File: config.mk
export PLATFORM = sky130hd
export DESIGN_NAME = cal_clock_core
export DESIGN_NICKNAME = d
export VERILOG_FILES = /design/src/rtl/cal_pkg.sv /design/src/rtl/cal_prescaler.sv /design/src/rtl/cal_wr_gate.sv /design/src/rtl/cal_counter.sv /design/src/rtl/cal_clock_core.sv
export SDC_FILE = /design/constraint.sdc
export NUM_CORES = 1
export LEC_CHECK = 0
export BUFFER_PORTS_ARGS = -buffer_cell sky130_fd_sc_hd__clkbuf_2
export CORE_UTILIZATION = 60
export DETAILED_ROUTE_END_ITERATION = 7
export HOLD_SLACK_MARGIN = 0.1
export PLACE_DENSITY = 0.78
export REMOVE_ABC_BUFFERS = 1
export SYNTH_ARGS = -nofsm -noshare
export SYNTH_HDL_FRONTEND = slang
export SYNTH_SLANG_ARGS = --single-unit
File: constraint.sdc
create_clock -name clk -period 4.95 [get_ports clk]
set_input_delay 0.7425 -clock clk [delete_from_list [all_inputs] [get_ports clk]]
set_output_delay 0.7425 -clock clk [all_outputs]
set_load 0.01 [all_outputs]
File: src/rtl/cal_pkg.sv
`timescale 1ns/1ps
package cal_pkg;
  localparam int NF = 7;
  localparam int DW = 8;
  localparam int AW = 4;

  localparam int F_SEC  = 0;
  localparam int F_MIN  = 1;
  localparam int F_HR   = 2;
  localparam int F_DOW  = 3;
  localparam int F_DATE = 4;
  localparam int F_MON  = 5;
  localparam int F_YR   = 6;

  localparam logic [AW-1:0] ADDR_UNLOCK = 4'd7;
  localparam logic [AW-1:0] ADDR_CTRL   = 4'd8;

  typedef logic [NF-1:0][DW-1:0] fields_t;

  function automatic logic [DW-1:0] field_mask(input int idx);
    case (idx)
      F_SEC, F_MIN: return 8'h3F;
      F_HR, F_DATE: return 8'h1F;
      F_DOW:        return 8'h07;
      F_MON:        return 8'h0F;
      default:      return 8'h7F;
    endcase
  endfunction

  function automatic logic [DW-1:0] month_len(input logic [DW-1:0] mon,
                                              input logic [DW-1:0] yr);
    case (mon)
      8'd2:                      return (yr[1:0] == 2'b00) ? 8'd29 : 8'd28;
      8'd4, 8'd6, 8'd9, 8'd11:   return 8'd30;
      default:                   return 8'd31;
    endcase
  endfunction
endpackage

File: src/rtl/cal_prescaler.sv
`timescale 1ns/1ps
module cal_prescaler #(
  parameter int TICK_DIV = 32768
) (
  input  logic clk,
  input  logic rst_ni,
  input  logic tick_en,
  input  logic restart,
  output logic sec_tick
);
  localparam int CW = (TICK_DIV > 2) ? $clog2(TICK_DIV) : 1;
  localparam logic [CW-1:0] LAST = CW'(TICK_DIV - 1);

  logic [CW-1:0] cnt_q, cnt_d;
  logic          tick_q, tick_d;

  always_comb begin
    cnt_d  = cnt_q;
    tick_d = 1'b0;
    if (restart) begin
      cnt_d = '0;
    end else if (tick_en) begin
      if (cnt_q == LAST) begin
        cnt_d  = '0;
        tick_d = 1'b1;
      end else begin
        cnt_d = cnt_q + CW'(1);
      end
    end
  end

  always_ff @(posedge clk or negedge rst_ni) begin
    if (!rst_ni) begin
      cnt_q  <= '0;
      tick_q <= 1'b0;
    end else begin
      cnt_q  <= cnt_d;
      tick_q <= tick_d;
    end
  end

  assign sec_tick = tick_q;

  AST_TICK_AT_WRAP: assert property (@(posedge clk) disable iff (!rst_ni)
    tick_q |-> (cnt_q == '0));
  AST_RESTART_CLEARS: assert property (@(posedge clk) disable iff (!rst_ni)
    restart |=> (cnt_q == '0) && !tick_q);
endmodule

File: src/rtl/cal_wr_gate.sv
`timescale 1ns/1ps
module cal_wr_gate
  import cal_pkg::*;
(
  input  logic          clk,
  input  logic          rst_ni,
  input  logic          wr_en,
  input  logic [AW-1:0] addr,
  input  logic [DW-1:0] wdata,
  input  logic          sec_tick,
  output logic          restart,
  output logic [NF-1:0] pend_mask,
  output fields_t       pend_val
);
  logic          unl_q, unl_d;
  logic          accept;
  logic [NF-1:0] mask_q, mask_d;
  fields_t       val_q, val_d;

  assign accept  = wr_en && unl_q && (addr < AW'(NF));
  assign restart = wr_en && (addr == ADDR_CTRL) && wdata[0];

  always_comb begin
    unl_d = unl_q;
    if (wr_en) unl_d = (addr == ADDR_UNLOCK);
  end

  for (genvar g = 0; g < NF; g++) begin : g_pend
    always_comb begin
      mask_d[g] = sec_tick ? 1'b0 : mask_q[g];
      val_d[g]  = val_q[g];
      if (accept && (addr == AW'(g))) begin
        mask_d[g] = 1'b1;
        val_d[g]  = wdata & field_mask(g);
      end
    end
  end

  always_ff @(posedge clk or negedge rst_ni) begin
    if (!rst_ni) begin
      unl_q  <= 1'b0;
      mask_q <= '0;
      val_q  <= '0;
    end else begin
      unl_q  <= unl_d;
      mask_q <= mask_d;
      val_q  <= val_d;
    end
  end

  assign pend_mask = mask_q;
  assign pend_val  = val_q;

  AST_LOCKED_WR_IGNORED: assert property (@(posedge clk) disable iff (!rst_ni)
    (wr_en && !unl_q && !sec_tick) |=> $stable(mask_q));
  AST_UNLOCK_CONSUMED: assert property (@(posedge clk) disable iff (!rst_ni)
    (wr_en && (addr != ADDR_UNLOCK)) |=> !unl_q);
  AST_PEND_CLEARED: assert property (@(posedge clk) disable iff (!rst_ni)
    (sec_tick && !wr_en) |=> (mask_q == '0));
endmodule

File: src/rtl/cal_counter.sv
`timescale 1ns/1ps
module cal_counter
  import cal_pkg::*;
(
  input  logic          clk,
  input  logic          rst_ni,
  input  logic          sec_tick,
  input  logic [NF-1:0] pend_mask,
  input  fields_t       pend_val,
  output fields_t       fields
);
  fields_t fld_q, fld_d, adv;
  logic c_min, c_hr, c_day, c_mon, c_yr;

  always_comb begin
    adv   = fld_q;
    c_min = 1'b0;
    c_hr  = 1'b0;
    c_day = 1'b0;
    c_mon = 1'b0;
    c_yr  = 1'b0;
    if (fld_q[F_SEC] >= 8'd59) begin
      adv[F_SEC] = '0;
      c_min      = 1'b1;
    end else begin
      adv[F_SEC] = fld_q[F_SEC] + 8'd1;
    end
    if (c_min) begin
      if (fld_q[F_MIN] >= 8'd59) begin
        adv[F_MIN] = '0;
        c_hr       = 1'b1;
      end else begin
        adv[F_MIN] = fld_q[F_MIN] + 8'd1;
      end
    end
    if (c_hr) begin
      if (fld_q[F_HR] >= 8'd23) begin
        adv[F_HR] = '0;
        c_day     = 1'b1;
      end else begin
        adv[F_HR] = fld_q[F_HR] + 8'd1;
      end
    end
    if (c_day) begin
      adv[F_DOW] = (fld_q[F_DOW] >= 8'd7) ? 8'd1 : fld_q[F_DOW] + 8'd1;
      if (fld_q[F_DATE] >= month_len(fld_q[F_MON], fld_q[F_YR])) begin
        adv[F_DATE] = 8'd1;
        c_mon       = 1'b1;
      end else begin
        adv[F_DATE] = fld_q[F_DATE] + 8'd1;
      end
    end
    if (c_mon) begin
      if (fld_q[F_MON] >= 8'd12) begin
        adv[F_MON] = 8'd1;
        c_yr       = 1'b1;
      end else begin
        adv[F_MON] = fld_q[F_MON] + 8'd1;
      end
    end
    if (c_yr) begin
      adv[F_YR] = (fld_q[F_YR] >= 8'd99) ? 8'd0 : fld_q[F_YR] + 8'd1;
    end
  end

  for (genvar g = 0; g < NF; g++) begin : g_next
    always_comb begin
      fld_d[g] = fld_q[g];
      if (sec_tick) fld_d[g] = pend_mask[g] ? pend_val[g] : adv[g];
    end
  end

  always_ff @(posedge clk or negedge rst_ni) begin
    if (!rst_ni) begin
      fld_q         <= '0;
      fld_q[F_DOW]  <= 8'd1;
      fld_q[F_DATE] <= 8'd1;
      fld_q[F_MON]  <= 8'd1;
    end else begin
      fld_q <= fld_d;
    end
  end

  assign fields = fld_q;

  AST_HOLD_NO_TICK: assert property (@(posedge clk) disable iff (!rst_ni)
    !sec_tick |=> $stable(fld_q));
  AST_SEC_STEP: assert property (@(posedge clk) disable iff (!rst_ni)
    (sec_tick && !pend_mask[F_SEC] && (fld_q[F_SEC] < 8'd59))
      |=> (fld_q[F_SEC] == $past(fld_q[F_SEC]) + 8'd1));
  AST_PEND_WINS: assert property (@(posedge clk) disable iff (!rst_ni)
    (sec_tick && pend_mask[F_HR]) |=> (fld_q[F_HR] == $past(pend_val[F_HR])));
  AST_DOW_RANGE: assert property (@(posedge clk) disable iff (!rst_ni)
    (sec_tick && !pend_mask[F_DOW] && (fld_q[F_DOW] == 8'd7) && c_day)
      |=> (fld_q[F_DOW] == 8'd1));
endmodule

File: src/rtl/cal_clock_core.sv
`timescale 1ns/1ps
module cal_clock_core
  import cal_pkg::*;
#(
  parameter int TICK_DIV = 32768
) (
  input  logic          clk,
  input  logic          rst_n,
  input  logic          tick_en,
  input  logic          wr_en,
  input  logic          rd_en,
  input  logic [AW-1:0] addr,
  input  logic [DW-1:0] wdata,
  output logic [DW-1:0] rdata,
  output logic          sec_tick
);
  logic          rst_s1, rst_s2;
  logic          restart;
  logic [NF-1:0] pend_mask;
  fields_t       pend_val, fields;
  logic [DW-1:0] rdata_q, rdata_d;

  always_ff @(posedge clk or negedge rst_n) begin
    if (!rst_n) begin
      rst_s1 <= 1'b0;
      rst_s2 <= 1'b0;
    end else begin
      rst_s1 <= 1'b1;
      rst_s2 <= rst_s1;
    end
  end

  cal_prescaler #(.TICK_DIV(TICK_DIV)) u_pre (
    .clk(clk), .rst_ni(rst_s2), .tick_en(tick_en),
    .restart(restart), .sec_tick(sec_tick)
  );

  cal_wr_gate u_gate (
    .clk(clk), .rst_ni(rst_s2), .wr_en(wr_en), .addr(addr),
    .wdata(wdata), .sec_tick(sec_tick), .restart(restart),
    .pend_mask(pend_mask), .pend_val(pend_val)
  );

  cal_counter u_cnt (
    .clk(clk), .rst_ni(rst_s2), .sec_tick(sec_tick),
    .pend_mask(pend_mask), .pend_val(pend_val), .fields(fields)
  );

  always_comb begin
    rdata_d = rdata_q;
    if (rd_en) rdata_d = (addr < AW'(NF)) ? fields[addr[2:0]] : '0;
  end

  always_ff @(posedge clk or negedge rst_s2) begin
    if (!rst_s2) rdata_q <= '0;
    else         rdata_q <= rdata_d;
  end

  assign rdata = rdata_q;

  AST_READ_HOLD: assert property (@(posedge clk) disable iff (!rst_s2)
    !rd_en |=> $stable(rdata_q));
endmodule

; ---- Word level (Yosys, flattened, before mapping)
; Index checks and enable logic that the tools add are counted.
; W data, S select, Z words.
[word_totals]
register_bits = 126
input_bits = 17
wordCells = 140
[classes]
n_eq_ne = 14
n_mux = 48
n_addsub = 8
n_reduce_logical = 34
order_cmp = 9
[ops]
columns = operator, n
row1 = $mux W8, 21
row2 = $add A8 B1 Y8 const B, 7
row3 = $mux W15, 3
row4 = $reduce_bool A2 Y1, 14
row5 = $bmux W8 S3, 1
row6 = $mux W1, 21
row7 = $eq A4 B3 Y1 const B, 4
row8 = $eq A8 B3 Y1 const B, 2
row9 = $eq A8 B4 Y1 const B, 2
row10 = $ge A8 B6 Y1 const B, 2
row11 = $mux W16, 1
row12 = $pmux W8 S2, 1
row13 = $add A15 B1 Y15 const B, 1
row14 = $eq A15 B15 Y1 const B, 1
row15 = $reduce_and A2 Y1, 6
row16 = $logic_and A1 B1 Y1, 11
row17 = $eq A4 B2 Y1 const B, 2
row18 = $eq A8 B2 Y1 const B, 1
row19 = $ge A8 B3 Y1 const B, 1
row20 = $ge A8 B4 Y1 const B, 1
row21 = $ge A8 B5 Y1 const B, 1
row22 = $ge A8 B7 Y1 const B, 1
row23 = $ge A8 B8 Y1, 1
row24 = $eq A4 B1 Y1 const B, 1
row25 = other kinds (6), 6

; ---- Longest topological paths before layout
[depth]
depth_word = 11
depth_mapped = 12
mapped_depth_nobuf = 12

; ---- By module
; From an unflattened synthesis, not the netlist that was laid out.
[hier_totals]
hier_cells = 683
area_unflattened_um2 = 6895.4
[by_module_without_submodules]
columns = mod, cells_each, n_inst, seq_area_each_um2, area_per_inst_um2
row1 = cal_counter, 374, 1, 1405.1, 3295.7
row2 = cal_wr_gate, 131, 1, 1101.1, 1866.8
row3 = cal_clock_core, 95, 1, 250.2, 907.1
row4 = cal_prescaler, 83, 1, 400.4, 825.8

; ---- Worst setup path after synthesis
; Ideal clock, no wire load.
[synth_timing]
path_kind = reg-to-reg
start = register u_cnt.fld_q (netlist bit u_cnt.fields[40])
end = register u_cnt.fld_q (netlist bit u_cnt.fields[41])
period_less_slack_ps = 2589
setup_ps = 79
setup_slack_ps = 2361
t_required_ps = 4871
t_arrival_ps = 2509
stages_incl_launch_ff = 13
path_cell_list = dfstp_2 inv_1 ha_1 a21oi_1 a21oi_1 o211ai_1 ha_1 nand2b_1 a21oi_1 o21ai_4 and2_1 o21ai_2 mux2i_1
[synth_between]
elab_chain_cells = 9
[synth_rtl]
columns = element, line_no
row1 = "start, declared", cal_counter.sv:12  ; fields_t fld_q, fld_d, adv;
row2 = "start signal, assigned", cal_counter.sv:80  ; fld_q <= fld_d;
row3 = $eq A8 B3 Y1 / $eq A8 B4 Y1 (equally long branches), cal_pkg.sv:32  ; case (mon)
row4 = $reduce_or A4 Y1, cal_pkg.sv:32
row5 = $pmux W8 S2, cal_pkg.sv:32
row6 = $mux W8, cal_counter.sv:44  ; if (c_day) begin
row7 = $ge A8 B8 Y1, cal_counter.sv:46  ; if (fld_q[F_DATE] >= month_len(fld_q[F_MON], fld_q[F_YR])) begin
row8 = $mux W1, cal_counter.sv:46
row9 = $mux W1, cal_counter.sv:44
row10 = $reduce_bool A2 Y1 (no source line), n/a
row11 = $reduce_and A2 Y1 (no source line), n/a
; Parallel ways exist; a longest one is shown, timed or not. The select of a mux whose other input is x is not followed.
; A chain may end at the register's enable or synchronous reset.

; ---- Final worst setup path
; Same ends and word-level chain as after synthesis.

==> impl_metrics.yaml <==
setup_path:
  critPathMaxFanout: 8
  critPathKind: "flop to flop"
  r2r_cells: 12
  worstPathArrival_ns: 3.42
  cp-start-kind: "flop"
  cp-end-kind: "flop"
  required_ns: 5.42
final_layout:
  n_fill_cell: 779
  antenna_cells: 0
  drive_gt1_share_pct: 17.4
  multi_input_area_um2: 3130
  stdcell_area_um2: 7330
  fin_nets: 690
  area_growth_pct: 11.9
  regArea_um2: 3160
logic_synthesis:
  async_flop_share_pct: 100
  syn_area_um2: 6550
  synth_cell_types: 63
  avgSynthCellArea_um2: 10.2
  synthFlopType: "dfrtp_1"
  syn_inst: 640
  seq_area_frac_synth_pct: 48.2
  ys_ff_latch: 126
  synth_edf_count: 0
  yosysWarnings: 0
clock_tree:
  cts.sinks: 126
  insertion_delay_ns: 0.54
  clkTransAtPathRegs_ns: 0.06
  cts_root_buffer: "clkbuf_8"
  clk_path_buf_depth: 2
  h-tree-depth: 4
  post-cts-setup-buffers: 0
  cts_tree: "built"
  numCtsBuffers: 17
hold_path:
  hold_path.class: "flop to async pin"
sta:
  finalClockSkew_ns: 0.00818
  setup_viol: 0
  rsz0062_at_grt: "false"
  fin_crit_ns: 2.95
  tightest_slew_ns: 1.16
  drv_slew: 0
  final-hold-violation-count: 0
  fin_ws_ns: 2.00
  tns_ns: 0
  fmax_mhz: 339
  finalCritPeriodShare_pct: 59.6
  slew_headroom_pct: 22.2
die:
  dieArea_um2: 11300
  die_x_um: 106
  initial_core_util_pct: 62.6
  fp.dieH_um: 106
  io-pin-count: 26
  rows: 37
  fp.coreArea_um2: 10500
pwr:
  p_leak_nw: 3.39
  power_frac_seq_pct: 45.5
  switching_share_pct: 22.9
  pwr-share-clk_pct: 49.2
  combPwrFrac_pct: 5.3
  fin_total_pwr_w: 0.00248
  vdd_drop_max_mv: 0.267
  cellPowerDensity_nw_per_um2: 338
  internal_power_w: 0.00191
  p_sw_w: 0.000567
placed_design:
  placed_cell_area_um2: 6740
  routabilityCongestion: 0.855
  hpwl_mm: 10.6
  io_buffers: 24
  dp_slack_ns: 2.01
global_route:
  gr-total-overflow: 0
  antenna_found_initial: 0
  grt_pass1_vias: 5114
  grt_pass1_wl_mm: 26.1
  grt.total_usage_pct: 30.5
  grt_max_degree: 76
routing:
  vias: 5118
  drt_first_pass_iters: 5
  drt-wirelength-per-cell_um: 19.4
  drt_iter0_markers: 448
  drc_errors: 0
  wl_mm: 15.7
  viasPerCell: 6.33
  drt.antenna.violating_nets: 0
outcome:
  status: "finished, final reports clean"
job:
  drv_cap: 0
layout by cell type, fill, tap and decap left out, drive strengths merged, types with 19 or more instances in the layout:
cell type  instances
mux2              39
a21oi             26
nand3             26
mux2i             19
o21ai             46
dfrtp            123
clkbuf            50
nor2              54
nand2             52
inv               38
flip-flops by register name (all words and copies together), names as in the netlist:
signal / cells
u_gate.pend_mask: 7
rst_s1: 1
u_gate.unl_q: 1
u_gate.pend_val: 36
u_cnt.fields: 56
rst_s2: 1
u_pre.sec_tick: 1
rdata: 8
u_pre.cnt_q: 15
stage by stage:
stage | instances | hold WS, ns | utilization (%)
4_1_cts | 808 | 0.353 | 70.0
6_report | 808 | 0.351 | 70.0
5_1_grt | 808 | 0.374 | 70.0
3_3_place_gp | 775 | 0.338 | 64.4
2_1_floorplan | 613 | 0.331 | -
3_5_place_dp | 775 | 0.341 | 64.4
synth_stat cells, types with 3 or more instances:
master / number / area share (%)
mux2i_1: 19 / 2.9
nand2_1: 52 / 3.0
a31oi_1: 8 / 0.76
xor2_1: 7 / 0.94
mux4_2: 8 / 2.8
a21oi_1: 26 / 2.0
nand3b_1: 3 / 0.34
o22ai_1: 12 / 1.1
inv_1: 38 / 2.2
dfrtp_1: 123 / 47
buf_2: 5 / 0.38
nand3_1: 26 / 2.0
nand2b_1: 3 / 0.29
and2_1: 13 / 1.2
nor3_1: 14 / 1.1
a21o_1: 3 / 0.34
nor3b_1: 3 / 0.34
a32oi_1: 3 / 0.40
and3_1: 11 / 1.1
dfstp_2: 3 / 1.2
ha_1: 14 / 2.7
nor2b_1: 10 / 0.96
o221ai_1: 3 / 0.40
a221o_1: 3 / 0.46
or3_1: 3 / 0.29
nor2_1: 54 / 3.1
nand4_1: 8 / 0.76
xnor2_1: 7 / 0.94
o311ai_0: 5 / 0.67
clkbuf_1: 20 / 1.1
o21ai_0: 41 / 3.1
a22oi_1: 5 / 0.57
o22a_1: 5 / 0.67
mux2_2: 39 / 6.7
o211ai_1: 5 / 0.57
layer usage:
layer	GRT usage, %	part of all wire (%)
met3	7.30	7.1
met4	13.6	2.6
met5	0	0
met2	47.5	47
met1	40.7	43
power groups by stage:
stage	Sequential [W]	Combinational (W)	Clock [W]
2_1_floorplan	0.00114	0.0000754	0
3_3_place_gp	0.00114	0.000124	0
3_5_place_dp	0.00114	0.000130	0
4_1_cts	0.00113	0.000133	0.00123
5_1_grt	0.00114	0.000147	0.00127
6_report	0.00113	0.000132	0.00122
worst paths after layout:
check | from | endpoint | slack (ns)
hold reg to reg | rst_s2$_DFF_PN0_ | u_cnt.fields[48]$_DFFE_PN0P_ | 0.35
setup / recovery | u_cnt.fields[40]$_DFFE_PN1P_ | u_cnt.fields[41]$_DFFE_PN0P_ | 2.00
max in group asynchronous | rst_s2$_DFF_PN0_ | u_cnt.fields[10]$_DFFE_PN0P_ | 3.22
setup reg to reg | u_cnt.fields[40]$_DFFE_PN1P_ | u_cnt.fields[41]$_DFFE_PN0P_ | 2.00
min in group clk | rst_s1$_DFF_PN0_ | rst_s2$_DFF_PN0_ | 0.35
hold / removal | rst_s2$_DFF_PN0_ | u_cnt.fields[48]$_DFFE_PN0P_ | 0.35
logic make-up after synthesis:
logic type               synth area share [%]
AO/OA/AOI/OAI                            14.8
XOR/XNOR                                 1.87
adder cells (fa/ha/maj)                  2.68
buffers and inverters                    3.94
flip-flops                               48.2
multiplexers                             12.4
other                                  0.0573
AND/OR/NAND/NOR                          16.1
timing repair:
action,CTS,global route
resized for setup,0,0
hold endpoints to repair,2,0
hold buffers,1,0
layout make-up:
| type | count | area share (%) |
|---|---|---|
| sequential | 126 | 43.1 |
| tap | 136 | 2.32 |
| inverter | 38 | 1.95 |
| clock buffer | 26 | 6.80 |
| multi-input combinational | 449 | 42.7 |
| clock inverter | 6 | 1.09 |
| timing repair buffer | 27 | 1.98 |
critical path, stage by stage (launching register included):
cell and delay (ns):
dfstp_2 0.59, inv_1 0.10, ha_1 0.23, a21oi_1 0.12, a21oi_1 0.06, o211ai_1 0.17, ha_1 0.25, nand2b_1 0.14
a21oi_1 0.28, o21ai_4 0.15, and2_1 0.27, o21ai_2 0.29, mux2i_1 0.22
Note: power is estimated with default switching activity, not from simulation.
